<file path="src/rtl/ring_pkg.sv">
package ring_pkg;

   // how the stage register can be returned to the start state
   typedef enum logic [0:0] {
      RING_RST_NONE = 1'b0,
      RING_RST_SYNC = 1'b1
   } ring_rst_e;

   // circuit style of the one-hot flag
   typedef enum logic [0:0] {
      ONEHOT_SCAN = 1'b0,
      ONEHOT_MASK = 1'b1
   } onehot_style_e;

endpackage

</file>
<file path="src/rtl/ring_feedback.sv">
module ring_feedback #(
   parameter int STAGES = 4
) (
   input  logic [STAGES-1:0] cur_i,
   output logic [STAGES-1:0] nxt_o
);
   localparam int UPPER = STAGES - 1;

   logic upper_busy;
   logic inject;

   // any set bit among the stages that are not the last one
   assign upper_busy = |cur_i[STAGES-1:1];
   assign inject     = ~upper_busy;

   // first stage gets the injected bit, the rest move one place down
   assign nxt_o[STAGES-1] = inject;

   for (genvar k = 0; k < UPPER; k++) begin : g_shift
      assign nxt_o[k] = cur_i[k+1];
   end

endmodule

</file>
<file path="src/rtl/ring_stage_reg.sv">
module ring_stage_reg #(
   parameter int                  STAGES      = 4,
   parameter ring_pkg::ring_rst_e RST_MODE    = ring_pkg::RING_RST_SYNC,
   parameter logic [STAGES-1:0]   PWRUP_STATE = '0
) (
   input  logic              clk_i,
   input  logic              rst_i,
   input  logic              en_i,
   input  logic [STAGES-1:0] d_i,
   output logic [STAGES-1:0] q_o
);
   localparam logic [STAGES-1:0] START = STAGES'(1) << (STAGES - 1);

   logic [STAGES-1:0] q_r = PWRUP_STATE;

   if (RST_MODE == ring_pkg::RING_RST_SYNC) begin : g_sync
      always_ff @(posedge clk_i) begin
         if (rst_i)     q_r <= START;
         else if (en_i) q_r <= d_i;
      end
   end else begin : g_free
      logic unused_rst;
      assign unused_rst = rst_i;
      always_ff @(posedge clk_i) begin
         if (en_i) q_r <= d_i;
      end
   end

   assign q_o = q_r;

endmodule

</file>
<file path="src/rtl/ring_onehot_detect.sv">
module ring_onehot_detect #(
   parameter int                      STAGES = 4,
   parameter ring_pkg::onehot_style_e STYLE  = ring_pkg::ONEHOT_SCAN
) (
   input  logic [STAGES-1:0] vec_i,
   output logic              hit_o
);
   if (STYLE == ring_pkg::ONEHOT_SCAN) begin : g_scan
      // seen: some bit set so far; twice: a second set bit was found
      logic [STAGES:0] seen;
      logic [STAGES:0] twice;
      assign seen[0]  = 1'b0;
      assign twice[0] = 1'b0;
      for (genvar k = 0; k < STAGES; k++) begin : g_bit
         assign seen[k+1]  = seen[k] | vec_i[k];
         assign twice[k+1] = twice[k] | (seen[k] & vec_i[k]);
      end
      assign hit_o = seen[STAGES] & ~twice[STAGES];
   end else begin : g_mask
      // clearing the lowest set bit leaves zero only for a power of two
      logic [STAGES-1:0] low_cleared;
      assign low_cleared = vec_i & (vec_i - STAGES'(1));
      assign hit_o = (|vec_i) & ~(|low_cleared);
   end

endmodule

</file>
<file path="src/rtl/ring_selfstart.sv">
module ring_selfstart #(
   parameter int                      STAGES      = 4,
   parameter ring_pkg::ring_rst_e     RST_MODE    = ring_pkg::RING_RST_SYNC,
   parameter logic [STAGES-1:0]       PWRUP_STATE = '0,
   parameter ring_pkg::onehot_style_e CHECK_STYLE = ring_pkg::ONEHOT_SCAN
) (
   input  logic              clk_i,
   input  logic              rst_i,
   input  logic              en_i,
   output logic [STAGES-1:0] state_o,
   output logic              valid_o
);
   if (STAGES < 2) begin : g_bad_stages
      $error("ring_selfstart: STAGES must be at least 2");
   end

   logic [STAGES-1:0] cur;
   logic [STAGES-1:0] nxt;

   ring_feedback #(
      .STAGES (STAGES)
   ) u_fb (
      .cur_i (cur),
      .nxt_o (nxt)
   );

   ring_stage_reg #(
      .STAGES      (STAGES),
      .RST_MODE    (RST_MODE),
      .PWRUP_STATE (PWRUP_STATE)
   ) u_reg (
      .clk_i (clk_i),
      .rst_i (rst_i),
      .en_i  (en_i),
      .d_i   (nxt),
      .q_o   (cur)
   );

   ring_onehot_detect #(
      .STAGES (STAGES),
      .STYLE  (CHECK_STYLE)
   ) u_det (
      .vec_i (cur),
      .hit_o (valid_o)
   );

   assign state_o = cur;

endmodule

</file>
<file path="config.mk">
export PLATFORM = sky130hd
export DESIGN_NAME = ring_selfstart
export DESIGN_NICKNAME = d
export VERILOG_FILES = /design/src/rtl/ring_pkg.sv /design/src/rtl/ring_feedback.sv /design/src/rtl/ring_stage_reg.sv /design/src/rtl/ring_onehot_detect.sv /design/src/rtl/ring_selfstart.sv
export SDC_FILE = /design/constraint.sdc
export NUM_CORES = 1
export LEC_CHECK = 0
export CORE_AREA = 2 2 39 41
export CTS_CLUSTER_DIAMETER = 60
export DETAILED_ROUTE_END_ITERATION = 6
export DIE_AREA = 0 0 41 43
export PLACE_DENSITY_LB_ADDON = 0.15
export SLEW_MARGIN = 30
export SYNTH_ARGS = -nofsm -noshare
export SYNTH_HDL_FRONTEND = slang
export SYNTH_HIERARCHICAL = 1
export SYNTH_SLANG_ARGS = --single-unit
</file>
<file path="constraint.sdc">
create_clock -name clk_i -period 1.1 [get_ports clk_i]
set_clock_uncertainty 0.1 [all_clocks]
set_input_delay 0.22 -clock clk_i [delete_from_list [all_inputs] [get_ports clk_i]]
set_output_delay 0.22 -clock clk_i [all_outputs]
set_load 0.01 [all_outputs]
</file>
### Word-level counts from Yosys, hierarchy flattened

Cells that the tools add are included.

| word-level totals | value |
|---|---|
| output and inout port bits | 5 |
| input port bits | 3 |
| logic and storage cells | 13 |
| register bits after elaboration | 4 |

| operators by class | value |
|---|---|
| bitwise logic cells | 11 |
| reductions and logical operators | 1 |

Operator list:

| kind | count |
|---|---|
| 1-bit OR | 5 |
| 1-bit bitwise AND | 4 |
| 3-bit OR reduction | 1 |
| 1-bit NOT | 2 |

### Logic depth before layout (Yosys ltp)

Gate-level depths: netlist of run 1.

| depth | value |
|---|---|
| depth in word-level cells | 6 |
| mapped depth | 3 |

### Modules after synthesis

The synthesis of run 1 kept the hierarchy.

By module, submodules not included:

| module | cells an instance | seq. area each (µm²) | times used | area an instance (µm²) |
|---|---|---|---|---|
| ring_stage_reg | 13 | 80.1 | 1 | 143.9 |
| ring_feedback | 5 | 0.0 | 1 | 40.0 |
| ring_onehot_detect | 4 | 0.0 | 1 | 37.5 |

### Worst setup path before layout of run 1

OpenSTA, ideal clock, no wires.

| path | value |
|---|---|
| kind | register to output |
| start point | register u_reg.q_r[1] (netlist: u_reg/q_o[1]) |
| end point | output valid_o |
| arrival time | 1.024 ns |
| stages on the path, launching flop included | 3 |
| path buffers | 0 |
| path slack | -0.244 ns |
| cell sequence | dfxtp_1 > or4b_1 > o311ai_1 |

| on the way | value |
|---|---|
| longest elaborated chain between the ends | 6 |

Ends and longest elaborated chain:

| item | RTL line | RTL |
|---|---|---|
| from (decl) | ring_stage_reg.sv:14 | `logic [STAGES-1:0] q_r = PWRUP_STATE;` |
| from (signal assigned) | ring_stage_reg.sv:19 | `else if (en_i) q_r <= d_i;` |
| 1-bit OR | ring_onehot_detect.sv:15 | `assign seen[k+1] = seen[k] \| vec_i[k];` |
| 1-bit bitwise AND / 1-bit OR (equally long branches) | ring_onehot_detect.sv:16, ring_onehot_detect.sv:15 |  |
| 1-bit OR / 1-bit bitwise AND (equally long branches) | ring_onehot_detect.sv:16 | `assign twice[k+1] = twice[k] \| (seen[k] & vec_i[k]);` |
| 1-bit OR | ring_onehot_detect.sv:16 |  |
| 1-bit NOT | ring_onehot_detect.sv:18 | `assign hit_o = seen[STAGES] & ~twice[STAGES];` |
| 1-bit bitwise AND * | ring_onehot_detect.sv:18 |  |
| to (decl) | ring_selfstart.sv:11 | `output logic valid_o` |

Every way passes the cells marked *; elsewhere a longest branch is shown, timed or not.

### Worst setup path in the final report of run 1

| path | value |
|---|---|
| start point | register u_reg.q_r[3] (netlist: u_reg/q_o[3]) |
| end point | output valid_o |

| on the way | value |
|---|---|
| longest elaborated chain between the ends | 4 |

Ends and longest elaborated chain:

| item | RTL line |
|---|---|
| 1-bit bitwise AND | ring_onehot_detect.sv:16 |
| 1-bit OR | ring_onehot_detect.sv:16 |
| 1-bit NOT | ring_onehot_detect.sv:18 |
| 1-bit bitwise AND * | ring_onehot_detect.sv:18 |

Marked as above.

==> results of run 1 <==
==> where the power goes <==
part           switching [uW]  internal (uW)  leakage [uW]
Sequential               7.78            155     0.0000343
Combinational            44.0           64.3      0.000122
Clock                    69.1            137     0.0000150
Total                     121            356      0.000171
==> layer usage <==
layer / vias up / wire (um) / global-route usage, %
met1: 83 / 179 / 8.68
met3: 0 / 35 / 3.14
met2: 6 / 241 / 8.75
met5: - / 0 / 0
li1: 97 / - / -
met4: 0 / 0 / 8.00
==> cells by family after synthesis <==
group                     after synthesis
AOI/OAI and AO/OA                       2
xor gates and xnor gates                1
buffers and inverters                   5
DFF                                     4
muxes                                   3
and+or+nand+nor                         7
==> what timing repair did <==
item / 4_1_cts / 5_1_grt
gates resized for setup: 22 / 1
pin swaps: 2 / 3
endpoints found under the setup margin: 5 / 8
==> worst paths after layout <==
| path | from | endpoint | cells after the start |
|---|---|---|---|
| worst min register to register | u_reg/q_o[0]$_SDFFE_PP0P_ | u_reg/q_o[0]$_SDFFE_PP0P_ | 3 |
| worst max register to register | u_reg/q_o[3]$_SDFFE_PP1P_ | u_reg/q_o[3]$_SDFFE_PP1P_ | 3 |
| worst min-delay path | en_i | u_reg/q_o[3]$_SDFFE_PP1P_ | 2 |
| worst max-delay path | u_reg/q_o[3]$_SDFFE_PP1P_ | valid_o | 3 |
==> layout make-up <==
cell class | count | area (sq um) | area share [%]
Clock buffer | 4 | 26.3 | 6.91
Multi-Input combinational cell | 13 | 131 | 34.5
Sequential cell | 4 | 87.6 | 23.0
Tap cell | 16 | 20.0 | 5.26
Timing Repair Buffer | 13 | 115 | 30.3
==> through the flow <==
step	instances	utilization (%)	TNS, ns	hold slack, ns	setup slack, ns
floorplan	22	-	-0.209	0.183	-0.209
global placement	46	25.6	-2.21	0.495	-0.731
detailed placement	46	25.6	-2.23	0.520	-0.739
CTS	50	27.3	-0.723	0.487	-0.593
global route	50	27.5	-0.791	0.345	-0.613
finish	50	27.5	-0.636	0.306	-0.568
==> critical path, delay by kind of cell, from the launching register on <==
kind	cells	cell delay [ns]
DFF	1	0.32
AOI/OAI and AO/OA	1	0.09
and+or+nand+nor	1	0.54
buffers and inverters	1	0.17
==> synth_stat cells, drive strengths merged <==
library cell	number
a211o	1
dfxtp	4
mux2i	3
nor3	1
o311ai	1
or4b	2
clkbuf	1
buf	4
xnor2	1
nor2	3
nor2b	1
==> results.yml, run 1 <==
cts:
  cts.path.max_buffers: 2
  clk_latency_ns: 0.24
  htreeDepth: 1
  hold_buffers: 0
  cts_buffers: 3
  post_cts_buffers: 0
  cts_tree: "done"
  cts_sinks: 4
  clkTransAtPathRegs_ns: 0.04
  cts_root_buf: "clkbuf_4"
placement:
  placed_cell_area_sq_um: 354
  numPortBuffers: 7
  place_congestion: 0.681
  hpwl_um: 377
worst_setup_path:
  worstPathArrival_ns: 1.35
  endpoint_kind: "output pin"
  path_cells: "or4b_4 -> o311ai_4 -> buf_2"
  crit_fanout: 3
  path_class: "flop to output pin"
  slowest_delay_ns: 0.54
  cpMaxStageDelayCell: "or4b_4"
  r2r_slack_ns: 0.06
  critPathRequiredTime_ns: 0.78
  startpoint_type: "flop"
logic_synthesis:
  synth-xor-area-share_pct: 3.95
  synthMuxAreaShare_pct: 13.6
  yosysWarnings: 6
  yosysUniqueCellTypes: 11
  synthSimpleGateAreaFrac_pct: 22.6
  synth-adder-area-share_pct: 0
  synth_top_family_by_area: "simple AND/OR/NAND/NOR gates"
  yosysTopAreaCell: "dfxtp_1"
  syn-cell-area_sq_um: 221
  ys_ff_latch: 4
  synth_top_area_share_pct: 36.2
  syn_nets: 25
  syn_area_per_cell_sq_um: 10.1
  ys_top_cells_by_area: "dfxtp_1, mux2i_1, buf_4"
  yosysSeqAreaShare_pct: 36.2
  syn_inst: 22
  synth-compound-area-share_pct: 7.91
global_routing:
  grt_max_degree: 6
  antenna_found_initial: 0
  grtUsageTotal_pct: 7.33
  gr-total-overflow: 0
  grt_pass1_wl_um: 793
  grt_pass1_vias: 205
die:
  core_region_area_sq_mm: 0.00138
  fp-row-count: 14
  chipHeight_um: 43
  ioPinCount: 8
  die_area_sq_mm: 0.00176
  initial_utilization_pct: 16.0
  dieWidth_um: 41
sta:
  finalWorstSetupSlack_ns: -0.568
  setup_viol: 4
  worstMarginPinSlew_ns: 0.265
  grt_setup_unrepaired: "true"
  min_period_ns: 1.67
  period_share_pct: 152
  hold_viol_final: 0
  maxSlewHeadroom_pct: 82.3
  slew_viol_final: 0
  fmax_mhz: 599
detailed_routing:
  drt-initial-drc-count: 0
  ant_nets: 0
  wl_um: 456
  vias: 186
  wl_per_cell_um: 9.12
  first_pass_iters: 1
  routed_via_density: 3.72
  drc_errors: 0
layout:
  nNetsFinal: 38
  areaGrowthSynthToFinish_pct: 71.8
  final_common_cell: "buf_4"
  diodes: 0
  finalInstanceArea_sq_um: 380
  fill_cells: 150
  largest_reg_flops: 4
  drive_above_1_share_pct: 67.6
power_and_ir_drop:
  power_uw: 477
  vdd.ir_drop.worst_uv: 386
  power-per-cell-area_mw_per_mm2: 1250
  p_leak_uw: 0.000171
job:
  maxCapViolations: 0
status:
  status: "finished, violations left"
  violations: "setup timing"
hold_path:
  hold_path.class: "input pin to flop"
Power figures use the tool's default switching activity.
==> run 2, diff against run 1 <==
--- a/config.mk
+++ b/config.mk
@@ -5,6 +5,7 @@
 export SDC_FILE = /design/constraint.sdc
 export NUM_CORES = 1
 export LEC_CHECK = 0
+export ABC_AREA = 1
 export CORE_AREA = 2 2 39 41
 export CTS_CLUSTER_DIAMETER = 60
 export DETAILED_ROUTE_END_ITERATION = 6
==> results.yml, run 2 <==
worst_setup_path:
  r2r_start: "u_reg/q_o[2]$_SDFFE_PP0P_"
  critical-path-top-delay-family: "flip-flops"
  critPathRequiredTime_ns: 0.78
  worst-r2r-cell-count: 7
  path_class: "flop to output pin"
  r2r_slack_ns: 0.09
  worst_path_most_repeated_cell: "nand2_1"
  endpoint_kind: "output pin"
  crit_fanout: 5
  reg2reg_to: "u_reg/q_o[3]$_SDFFE_PP1P_"
  startpoint_type: "flop"
  path_buf_inv: 2
  worstPathArrival_ns: 0.98
  cpMaxStageDelayCell: "dfxtp_4"
  slowest_delay_ns: 0.35
  path_cells: "inv_1 -> nand2_1 -> nand2_1 -> a21oi_2 -> buf_2"
logic_synthesis:
  yosys-top-cells-count: "nand2_1, inv_1, nor2_1"
  syn_nets: 50
  syn_inst: 47
  yosysSeqAreaShare_pct: 29.0
  yosysUniqueCellTypes: 11
  syn-cell-area_sq_um: 277
  yosysMostFrequentCell: "nand2_1"
  ys.flop_type: "dfxtp_1"
  synthArstFlopShare_pct: 0
  ys_top_cells_by_area: "dfxtp_1, nand2_1, inv_1"
  ys_ff_latch: 4
  synth_edf_count: 0
  yosysWarnings: 6
  yosysTopAreaCell: "dfxtp_1"
  synth_top_area_share_pct: 29.0
  syn_area_per_cell_sq_um: 5.88
global_routing:
  grt_max_degree: 6
  grt_pass1_vias: 214
  antenna_found_initial: 0
  grt_pass1_wl_um: 786
  grtUsageTotal_pct: 7.24
  gr-total-overflow: 0
detailed_routing:
  routed_via_density: 3.69
  drc_errors: 0
  vias: 284
  wl_um: 538
  wl_per_cell_um: 6.99
  first_pass_iters: 3
  drt-initial-drc-count: 12
  ant_nets: 0
layout:
  final_common_cell: "nand2_1"
  nNetsFinal: 66
  fill_cells: 159
  drive_above_1_share_pct: 44.3
  layout_common_cells: "nand2_1, inv_1, nor2_1"
  largest_reg_flops: 4
  regArea_sq_um: 90.1
  multi_input_area_sq_um: 118
  diodes: 0
  fin_cells: 77
  areaGrowthSynthToFinish_pct: 57.0
  finalCoreUtilization_pct: 31.4
cts:
  cts_tree: "done"
  cts.path.max_buffers: 2
  cts_root_buf: "clkbuf_4"
  htreeDepth: 1
  hold_buffers: 0
  cts_sinks: 4
  cts_buffers: 3
  clkTransAtPathRegs_ns: 0.04
  clk_latency_ns: 0.23
die:
  core_region_area_sq_mm: 0.00138
  initial_utilization_pct: 20.0
  dieWidth_um: 41
  chipHeight_um: 43
  ioPinCount: 8
  die_area_sq_mm: 0.00176
  fp-row-count: 14
hold_path:
  min_from: "u_reg/q_o[2]$_SDFFE_PP0P_"
  hold_path.class: "flop to flop"
  min_path_cells: 3
  holdPathEnd: "u_reg/q_o[2]$_SDFFE_PP0P_"
sta:
  worstMarginPinSlew_ns: 0.144
  hold_slack_ns: 0.519
  maxSlewHeadroom_pct: 90.4
  setup_viol: 4
  grt_setup_unrepaired: "true"
  period_share_pct: 118
  fmax_mhz: 771
  hold_viol_final: 0
  min_period_ns: 1.30
  fin_setup_tns_ns: -0.342
  slew_viol_final: 0
  finalWorstSetupSlack_ns: -0.197
placement:
  place_congestion: 0.698
  place_inst: 71
  numPortBuffers: 7
job:
  maxCapViolations: 0
status:
  status: "finished, violations left"
  violations: "setup timing"
power_and_ir_drop:
  vdd.ir_drop.worst_uv: 433
  power_uw: 499
  p_leak_uw: 0.000239
  power-per-cell-area_mw_per_mm2: 1150
-- run 2: cell count changes in the layout (fill, tap and decap cells not counted), sizes merged, moves of 2 or more --
cell | before | now
mux2i | 3 | 0
or4b | 2 | 0
inv | 0 | 11
nor2 | 3 | 10
buf | 10 | 14
nand2 | 0 | 15
-- run 2: cells by family after synthesis --
family | count (synthesis) | share of synthesized area, %
buffers and inverters | 16 | 29.9
AND/OR/NAND/NOR | 26 | 39.4
AO/OA/AOI/OAI | 1 | 1.81
flip-flops | 4 | 29.0
-- run 2: what timing repair did --
action                                  CTS  global route
buffers inserted                          1             2
resized for setup                        26             4
pin swaps                                 1             1
endpoints found under the setup margin    5             4
-- run 2: worst reg2reg max path: cells and delay by family, from the launching register on --
family | cells | cell delay (ns)
and+or+nand+nor | 4 | 0.20
DFF | 1 | 0.36
buffers and inverters | 3 | 0.24
-- run 2: cell type report --
class / instances / share of cell area, %
sequential: 4 / 20.7
tap: 16 / 4.61
inverter: 11 / 9.51
timing repair buffer: 16 / 32.9
multi-input combinational: 27 / 27.1
clock buffer: 3 / 5.19
-- run 2: per-stage QoR --
step / setup WS [ns] / cell area (sq um)
global route: -0.271 / 434
global placement: -0.376 / 374
finish: -0.197 / 434
CTS: -0.211 / 407
floorplan: 0.0202 / 280
detailed placement: -0.379 / 374
-- run 2: power by group --
part	internal (uW)	switching [uW]
clock network	122	60.6
registers	157	12.1
logic	82.4	65.1
total	361	138
-- run 2: worst max path at each step --
stage	slack, ns	startpoint	cells past startpoint	end
floorplan	0.02	u_reg/q_o[0]$_SDFFE_PP0P_	4	valid_o
global placement	-0.38	u_reg/q_o[0]$_SDFFE_PP0P_	5	valid_o
detailed placement	-0.38	u_reg/q_o[0]$_SDFFE_PP0P_	5	valid_o
CTS	-0.21	u_reg/q_o[3]$_SDFFE_PP1P_	5	valid_o
global route	-0.27	u_reg/q_o[0]$_SDFFE_PP0P_	5	valid_o
finish	-0.20	u_reg/q_o[1]$_SDFFE_PP0P_	5	valid_o
-- run 2: per-layer routing --
metal | vias up | share of wire, % | GRT usage [%]
met3 | 0 | 7.4 | 3.14
met2 | 8 | 39 | 8.13
li1 | 158 | - | -
met4 | 0 | 0 | 8.00
met1 | 118 | 53 | 9.03
met5 | - | 0 | 0
==> run 3, diff against run 2 <==
--- a/config.mk
+++ b/config.mk
@@ -6,6 +6,7 @@
 export NUM_CORES = 1
 export LEC_CHECK = 0
 export ABC_AREA = 1
+export CAP_MARGIN = 10
 export CORE_AREA = 2 2 39 41
 export CTS_CLUSTER_DIAMETER = 60
 export DETAILED_ROUTE_END_ITERATION = 6
==> results of run 3 <==
Final layout, timing and power as in run 2 (identical DEF).
